===== src/rtl/btb_pkg.sv =====
package btb_pkg;
  // Instructions are word aligned; the index starts above the byte offset.
  localparam int unsigned WORD_SHIFT = 2;
  localparam int unsigned MAX_W = 64;

  // Sequential successor of a fetch address; the caller truncates to its width.
  function automatic logic [MAX_W-1:0] seq_next(input logic [MAX_W-1:0] pc);
    return pc + MAX_W'(4);
  endfunction
endpackage


===== src/rtl/btb_addr_split.sv =====
module btb_addr_split #(
  parameter int unsigned ADDR_W = 32,
  parameter int unsigned IDX_W  = 4,
  localparam int unsigned TAG_W = ADDR_W - IDX_W
) (
  input  logic [ADDR_W-1:0] pc,
  output logic [IDX_W-1:0]  idx,
  output logic [TAG_W-1:0]  tag
);
  import btb_pkg::*;
  localparam int unsigned HI_LSB = WORD_SHIFT + IDX_W;

  // Index: low PC bits above the byte offset (simple hash).
  // Tag: every remaining bit, so a hit means an exact address match.
  always_comb begin
    idx = pc[WORD_SHIFT +: IDX_W];
    tag = {pc[ADDR_W-1:HI_LSB], pc[WORD_SHIFT-1:0]};
  end
endmodule


===== src/rtl/btb_table.sv =====
module btb_table #(
  parameter int unsigned ADDR_W  = 32,
  parameter int unsigned ENTRIES = 16,
  localparam int unsigned IDX_W  = $clog2(ENTRIES),
  localparam int unsigned TAG_W  = ADDR_W - IDX_W
) (
  input  logic              clk,
  input  logic              rst_n,
  input  logic              wr_en,
  input  logic [IDX_W-1:0]  wr_idx,
  input  logic [TAG_W-1:0]  wr_tag,
  input  logic [ADDR_W-1:0] wr_tgt,
  input  logic [IDX_W-1:0]  rd_idx,
  output logic              rd_valid,
  output logic [TAG_W-1:0]  rd_tag,
  output logic [ADDR_W-1:0] rd_tgt
);
  logic [ENTRIES-1:0] valid_q;
  logic [ENTRIES-1:0] wr_sel;
  logic [TAG_W-1:0]   tag_q [ENTRIES];
  logic [ADDR_W-1:0]  tgt_q [ENTRIES];

  for (genvar i = 0; i < ENTRIES; i++) begin : g_entry
    assign wr_sel[i] = wr_en && (wr_idx == IDX_W'(i));

    always_ff @(posedge clk) begin
      if (!rst_n) begin
        valid_q[i] <= 1'b0;
      end else if (wr_sel[i]) begin
        valid_q[i] <= 1'b1;
      end
    end

    always_ff @(posedge clk) begin
      if (wr_sel[i]) begin
        tag_q[i] <= wr_tag;
        tgt_q[i] <= wr_tgt;
      end
    end
  end

  // Read side sees the registered state, so a same-cycle write is not visible.
  always_comb begin
    rd_valid = valid_q[rd_idx];
    rd_tag   = tag_q[rd_idx];
    rd_tgt   = tgt_q[rd_idx];
  end

  AST_RESET_EMPTY: assert property (@(posedge clk) disable iff (!rst_n)
    $rose(rst_n) |-> (valid_q == '0));

  AST_SINGLE_WRITE: assert property (@(posedge clk) disable iff (!rst_n)
    $onehot0(wr_sel));

  AST_IDLE_KEEPS_VALID: assert property (@(posedge clk) disable iff (!rst_n)
    !wr_en |=> $stable(valid_q));
endmodule


===== src/rtl/btb_match.sv =====
module btb_match #(
  parameter int unsigned ADDR_W = 32,
  parameter int unsigned IDX_W  = 4,
  localparam int unsigned TAG_W = ADDR_W - IDX_W
) (
  input  logic [ADDR_W-1:0] fetch_pc,
  input  logic [TAG_W-1:0]  fetch_tag,
  input  logic              ent_valid,
  input  logic [TAG_W-1:0]  ent_tag,
  input  logic [ADDR_W-1:0] ent_tgt,
  output logic              hit,
  output logic [ADDR_W-1:0] next_pc
);
  import btb_pkg::*;

  logic [ADDR_W-1:0] seq_pc;

  always_comb begin
    seq_pc  = ADDR_W'(seq_next(MAX_W'(fetch_pc)));
    hit     = ent_valid && (ent_tag == fetch_tag);
    next_pc = hit ? ent_tgt : seq_pc;
  end
endmodule


===== src/rtl/btb_top.sv =====
module btb_top #(
  parameter int unsigned ADDR_W  = 32,
  parameter int unsigned ENTRIES = 16
) (
  input  logic              clk,
  input  logic              rst_n,
  input  logic [ADDR_W-1:0] fetch_pc,
  input  logic              upd_valid,
  input  logic              upd_taken,
  input  logic [ADDR_W-1:0] upd_pc,
  input  logic [ADDR_W-1:0] upd_target,
  output logic [ADDR_W-1:0] pred_pc,
  output logic              pred_hit
);
  localparam int unsigned IDX_W = $clog2(ENTRIES);
  localparam int unsigned TAG_W = ADDR_W - IDX_W;

  logic [IDX_W-1:0]  look_idx, upd_idx;
  logic [TAG_W-1:0]  look_tag, upd_tag;
  logic              wr_en;
  logic              ent_valid;
  logic [TAG_W-1:0]  ent_tag;
  logic [ADDR_W-1:0] ent_tgt;

  // Only taken, reported branches install an entry.
  assign wr_en = upd_valid && upd_taken;

  btb_addr_split #(.ADDR_W(ADDR_W), .IDX_W(IDX_W)) u_split_look (
    .pc(fetch_pc), .idx(look_idx), .tag(look_tag)
  );

  btb_addr_split #(.ADDR_W(ADDR_W), .IDX_W(IDX_W)) u_split_upd (
    .pc(upd_pc), .idx(upd_idx), .tag(upd_tag)
  );

  btb_table #(.ADDR_W(ADDR_W), .ENTRIES(ENTRIES)) u_table (
    .clk(clk), .rst_n(rst_n),
    .wr_en(wr_en), .wr_idx(upd_idx), .wr_tag(upd_tag), .wr_tgt(upd_target),
    .rd_idx(look_idx), .rd_valid(ent_valid), .rd_tag(ent_tag), .rd_tgt(ent_tgt)
  );

  btb_match #(.ADDR_W(ADDR_W), .IDX_W(IDX_W)) u_match (
    .fetch_pc(fetch_pc), .fetch_tag(look_tag),
    .ent_valid(ent_valid), .ent_tag(ent_tag), .ent_tgt(ent_tgt),
    .hit(pred_hit), .next_pc(pred_pc)
  );

  AST_MISS_SEQUENTIAL: assert property (@(posedge clk) disable iff (!rst_n)
    !pred_hit |-> (pred_pc == fetch_pc + ADDR_W'(4)));

  AST_WRITE_VISIBLE: assert property (@(posedge clk) disable iff (!rst_n)
    ($past(rst_n) && $past(wr_en) && fetch_pc == $past(upd_pc))
      |-> (pred_hit && pred_pc == $past(upd_target)));

  AST_NOT_TAKEN_HOLDS: assert property (@(posedge clk) disable iff (!rst_n)
    ($past(rst_n) && $past(upd_valid && !upd_taken) && fetch_pc == $past(fetch_pc))
      |-> (pred_hit == $past(pred_hit) && pred_pc == $past(pred_pc)));
endmodule


===== config.mk =====
export PLATFORM = sky130hd
export DESIGN_NAME = btb_top
export DESIGN_NICKNAME = d
export VERILOG_FILES = /design/src/rtl/btb_pkg.sv /design/src/rtl/btb_addr_split.sv /design/src/rtl/btb_table.sv /design/src/rtl/btb_match.sv /design/src/rtl/btb_top.sv
export SDC_FILE = /design/constraint.sdc
export NUM_CORES = 1
export LEC_CHECK = 0
export ABC_CLOCK_PERIOD_IN_PS = 12600
export BUFFER_PORTS_ARGS = -buffer_cell sky130_fd_sc_hd__buf_2
export CAP_MARGIN = 5
export CORE_MARGIN = 2
export CORE_UTILIZATION = 60
export DETAILED_ROUTE_END_ITERATION = 10
export HOLD_SLACK_MARGIN = 0.15
export PLACE_DENSITY = 0.77
export SLEW_MARGIN = 20
export SYNTH_ARGS = -nofsm -noshare
export SYNTH_HDL_FRONTEND = slang
export SYNTH_SLANG_ARGS = --single-unit

===== constraint.sdc =====
create_clock -name clk -period 12.6 [get_ports clk]
set_input_delay 1.26 -clock clk [delete_from_list [all_inputs] [get_ports clk]]
set_output_delay 1.26 -clock clk [all_outputs]
set_load 0.05 [all_outputs]

==> flow_metrics.py <==
metrics = {
    "floorplan": {
        "die-height_um": 262,
        "fp.dieArea_um2": 68500,
        "die_w_um": 262,
        "top_level_ports": 133,
        "floorplan.rows": 94,
        "start_util": 0.607,
        "design.core.area_um2": 65700,
    },
    "placed_design": {
        "dp_hpwl_um": 53900,
        "pre_cts_ws_ns": 5.31,
        "gp_routability_congestion": 0.965,
        "port-buffer-count": 132,
    },
    "timing": {
        "report.final.slew_viol_count": 0,
        "pin_slew_with_the_least_headroom_to_its_limit_ns": 1.10,
        "fmax_achieved_ghz": 0.136,
        "slew_headroom": 0.265,
        "postLayoutSetupSlackWorst_ns": 5.23,
        "totalNegativeSetupSlack_ns": 0,
        "post-route-min-period_ns": 7.37,
        "post-route-period-util": 0.585,
        "report.final.setup_viol": 0,
        "finalHoldViolations": 0,
        "finalClockSkew_ns": 0,
        "grt_setup_unrepaired": "no",
        "final.hold.worst_slack_ns": 0.466,
    },
    "synthesis": {
        "synthDominantAreaCellType": "sky130_fd_sc_hd__edfxtp_1",
        "synth_top_cell_area_share": 0.723,
        "yosys-mux-area-fraction": 0.191,
        "synth_area_per_cell_um2": 22.0,
        "async_reset_ff_frac": 0,
        "synthFlopType": "sky130_fd_sc_hd__edfxtp_1",
        "synth-compound-area-share": 0.0224,
        "synth.area.top_cells": "sky130_fd_sc_hd__edfxtp_1 72%, sky130_fd_sc_hd__mux4_1 9.0%, sky130_fd_sc_hd__mux4_2 6.5%",
        "synth_top_family_by_area": "multiplexers",
        "mappedNetlistNets": 1914,
        "synth-seq-cells": 976,
        "seq_area_frac_synth": 0.731,
        "post_synth_instance_area_um2": 39900,
        "synth_simple_gate_area_share": 0.0219,
        "synth_enable_flop_cells": 960,
        "yosysWarnings": 0,
        "synth_cell_type_count": 83,
        "yosys.area_share.xor_xnor": 0.0101,
        "synth-adder-area-share": 0.000314,
        "synthesis.instances": 1813,
    },
    "detailed_routing": {
        "route.detailed.drc": 0,
        "routed_wirelength_um": 96100,
        "drt-pass1-iter-count": 8,
        "detail_route.iter0.violations": 2735,
        "routed_via_density": 6.83,
        "drt-wirelength-per-cell_um": 32.8,
        "ant_nets": 0,
        "route.vias.total": 20000,
    },
    "layout": {
        "final_nets": 2085,
        "layout.filler_cells": 3965,
        "layout-area-overhead-vs-synth_pct": 11.0,
        "layout-drive-gt1-share": 0.253,
    },
    "critical_path": {
        "required_ns": 11.34,
        "timing.critical_path.to_type": "output pin",
        "cp-start-kind": "input port",
        "critical_path_arrival_ns": 6.11,
        "timing.setup.critical_path_class": "in2out",
        "critical_path_peak_fanout": 64,
        "worst_case_register_to_register_setup_slack_ns": 11.99,
    },
    "clock_tree": {
        "total_cts_buffers": 95,
        "clkTransAtPathRegs_ns": 0.06,
        "cts.repair.resized": 0,
        "post_cts_hold_buffer_count": 0,
        "cts_tree": "done",
        "cts.repair_timing.setup_buffer_count": 0,
        "clock-sinks": 976,
        "cts_htree_levels": 3,
        "max-clock-path-buffers": 3,
        "clkLatencyLatePin_ns": 0.64,
        "clockRootBuffer": "sky130_fd_sc_hd__clkbuf_16",
    },
    "grt": {
        "antenna_found_initial": 17,
        "grt_overflow": 0,
        "met3_track_usage_gr": 0.0645,
        "use_met1": 0.409,
        "grt_use_met2": 0.445,
        "global_route.peak_usage_layer": "met2",
        "grt_pass1_wl_um": 139000,
        "grt_pass1_vias": 20300,
        "gr-usage-all-layers": 0.287,
        "grt_start_max_net_pins": 134,
    },
    "pwr": {
        "leakage_power_nw": 14.7,
        "p_per_area_nw_per_um2": 153,
        "peakVddDrop_mv": 0.110,
    },
    "outcome": {
        "status": "finished clean",
    },
    "job": {
        "maxCapViolCount": 0,
    },
    "hold_path": {
        "min_path_type": "reg2reg",
    },
}
## final timing paths
| check | cells after the start | end | startpoint |
|---|---|---|---|
| hold reg to reg | 1 | u_table.valid_q[1]$_SDFFE_PN0P_ | u_table.valid_q[1]$_SDFFE_PN0P_ |
| hold / removal | 1 | u_table.valid_q[1]$_SDFFE_PN0P_ | u_table.valid_q[1]$_SDFFE_PN0P_ |
| setup reg to reg | 1 | u_table.valid_q[3]$_SDFFE_PN0P_ | u_table.valid_q[3]$_SDFFE_PN0P_ |
| setup / recovery | 12 | pred_pc[0] | fetch_pc[2] |
## cells in the final DEF, fill, tap and decap left out, types with 13 or more instances in the layout
cell                        netlist  layout
sky130_fd_sc_hd__buf_2           22     129
sky130_fd_sc_hd__buf_4           12      40
sky130_fd_sc_hd__clkbuf_1        19      20
sky130_fd_sc_hd__clkbuf_16        0      98
sky130_fd_sc_hd__clkinv_1         0      16
sky130_fd_sc_hd__clkinv_2         0      23
sky130_fd_sc_hd__dfxtp_1         16      16
sky130_fd_sc_hd__edfxtp_1       960     960
sky130_fd_sc_hd__inv_1           14      14
sky130_fd_sc_hd__mux2_2          36      36
sky130_fd_sc_hd__mux2_4          29      29
sky130_fd_sc_hd__mux2i_1         63      63
sky130_fd_sc_hd__mux4_1         136     136
sky130_fd_sc_hd__mux4_2         115     115
sky130_fd_sc_hd__nand2_1         45      45
sky130_fd_sc_hd__nand3_1         16      16
sky130_fd_sc_hd__nor2_1          44      32
sky130_fd_sc_hd__o21a_1          17      17
sky130_fd_sc_hd__o21ai_0         16      16
sky130_fd_sc_hd__o22ai_1         14      14
sky130_fd_sc_hd__xnor2_1         33      33
sky130_fd_sc_hd__xor2_1          13      13
## cell type report
class	instances	area, µm²	area share
well taps	864	1080	0.0244
flip-flops and latches	976	29100	0.659
clock inverters	55	494	0.0112
multi-input cells	723	9930	0.224
repair buffers	172	996	0.0225
clock buffers	118	2530	0.0571
inverters	16	61.3	0.00139
diodes	10	25.0	0.000565
## cells by family (layout without fill, tap and decap cells)
| logic type | after synthesis | count (layout) |
|---|---|---|
| compound gates | 121 | 121 |
| fa+ha+maj | 1 | 1 |
| mux | 379 | 379 |
| flops | 976 | 976 |
| buf+inv | 114 | 361 |
| simple gates | 176 | 176 |
| xor+xnor | 46 | 46 |
| other cells | 0 | 10 |
## synth_stat cells, types with 9 or more instances
library cell and count:
sky130_fd_sc_hd__nor3_1 11, sky130_fd_sc_hd__buf_12 10, sky130_fd_sc_hd__mux4_2 115, sky130_fd_sc_hd__mux2i_1 63, sky130_fd_sc_hd__buf_2 22, sky130_fd_sc_hd__nand3_1 16
sky130_fd_sc_hd__dfxtp_1 16, sky130_fd_sc_hd__o21ai_0 16, sky130_fd_sc_hd__a21oi_1 12, sky130_fd_sc_hd__o21a_1 17, sky130_fd_sc_hd__mux2_2 36, sky130_fd_sc_hd__nand2_1 45
sky130_fd_sc_hd__o22ai_1 14, sky130_fd_sc_hd__nand4_1 9, sky130_fd_sc_hd__xnor2_1 33, sky130_fd_sc_hd__inv_1 14, sky130_fd_sc_hd__buf_4 12, sky130_fd_sc_hd__edfxtp_1 960
sky130_fd_sc_hd__mux4_1 136, sky130_fd_sc_hd__a22oi_1 12, sky130_fd_sc_hd__xor2_1 13, sky130_fd_sc_hd__nor2_1 44, sky130_fd_sc_hd__clkbuf_8 11, sky130_fd_sc_hd__buf_6 13
sky130_fd_sc_hd__clkbuf_1 19, sky130_fd_sc_hd__mux2_4 29, sky130_fd_sc_hd__nand2b_1 11
## metal layers
| layer | up-vias | share of wire |
|---|---|---|
| met1 | 10500 | 0.39 |
| li1 | 8094 | - |
| met4 | 16 | 0.030 |
| met3 | 223 | 0.10 |
| met2 | 1223 | 0.48 |
| met5 | - | 0.0010 |
## registers in the layout (all words and copies together) (netlist names)
signal	count
u_table.valid_q	16
u_table.tgt_q	512
u_table.tag_q	448
## metrics by stage
stage	instance area (µm²)	power (mW)	utilization	cells
2_1_floorplan	39900	3.93	-	1813
3_3_place_gp	41200	4.06	0.627	2751
3_5_place_dp	41200	4.07	0.627	2751
4_1_cts	44200	6.79	0.673	2924
5_1_grt	44300	6.94	0.673	2930
6_report	44300	6.78	0.673	2934
## power breakdown
part	switching (mW)	internal, mW
combinational	0.249	0.150
sequential	0.00952	3.60
clock	1.18	1.59
## critical path, stage by stage
cell	delay (ns)
sky130_fd_sc_hd__buf_8	0.46
sky130_fd_sc_hd__buf_4	0.62
sky130_fd_sc_hd__mux4_1	0.63
sky130_fd_sc_hd__mux2i_1	0.22
sky130_fd_sc_hd__xor2_1	0.28
sky130_fd_sc_hd__a22o_1	0.19
sky130_fd_sc_hd__nand4_1	0.08
sky130_fd_sc_hd__or4_1	0.60
sky130_fd_sc_hd__and4bb_2	0.32
sky130_fd_sc_hd__buf_4	0.60
sky130_fd_sc_hd__mux2_2	0.41
sky130_fd_sc_hd__buf_2	0.21
(Power assumes the default switching activity.)
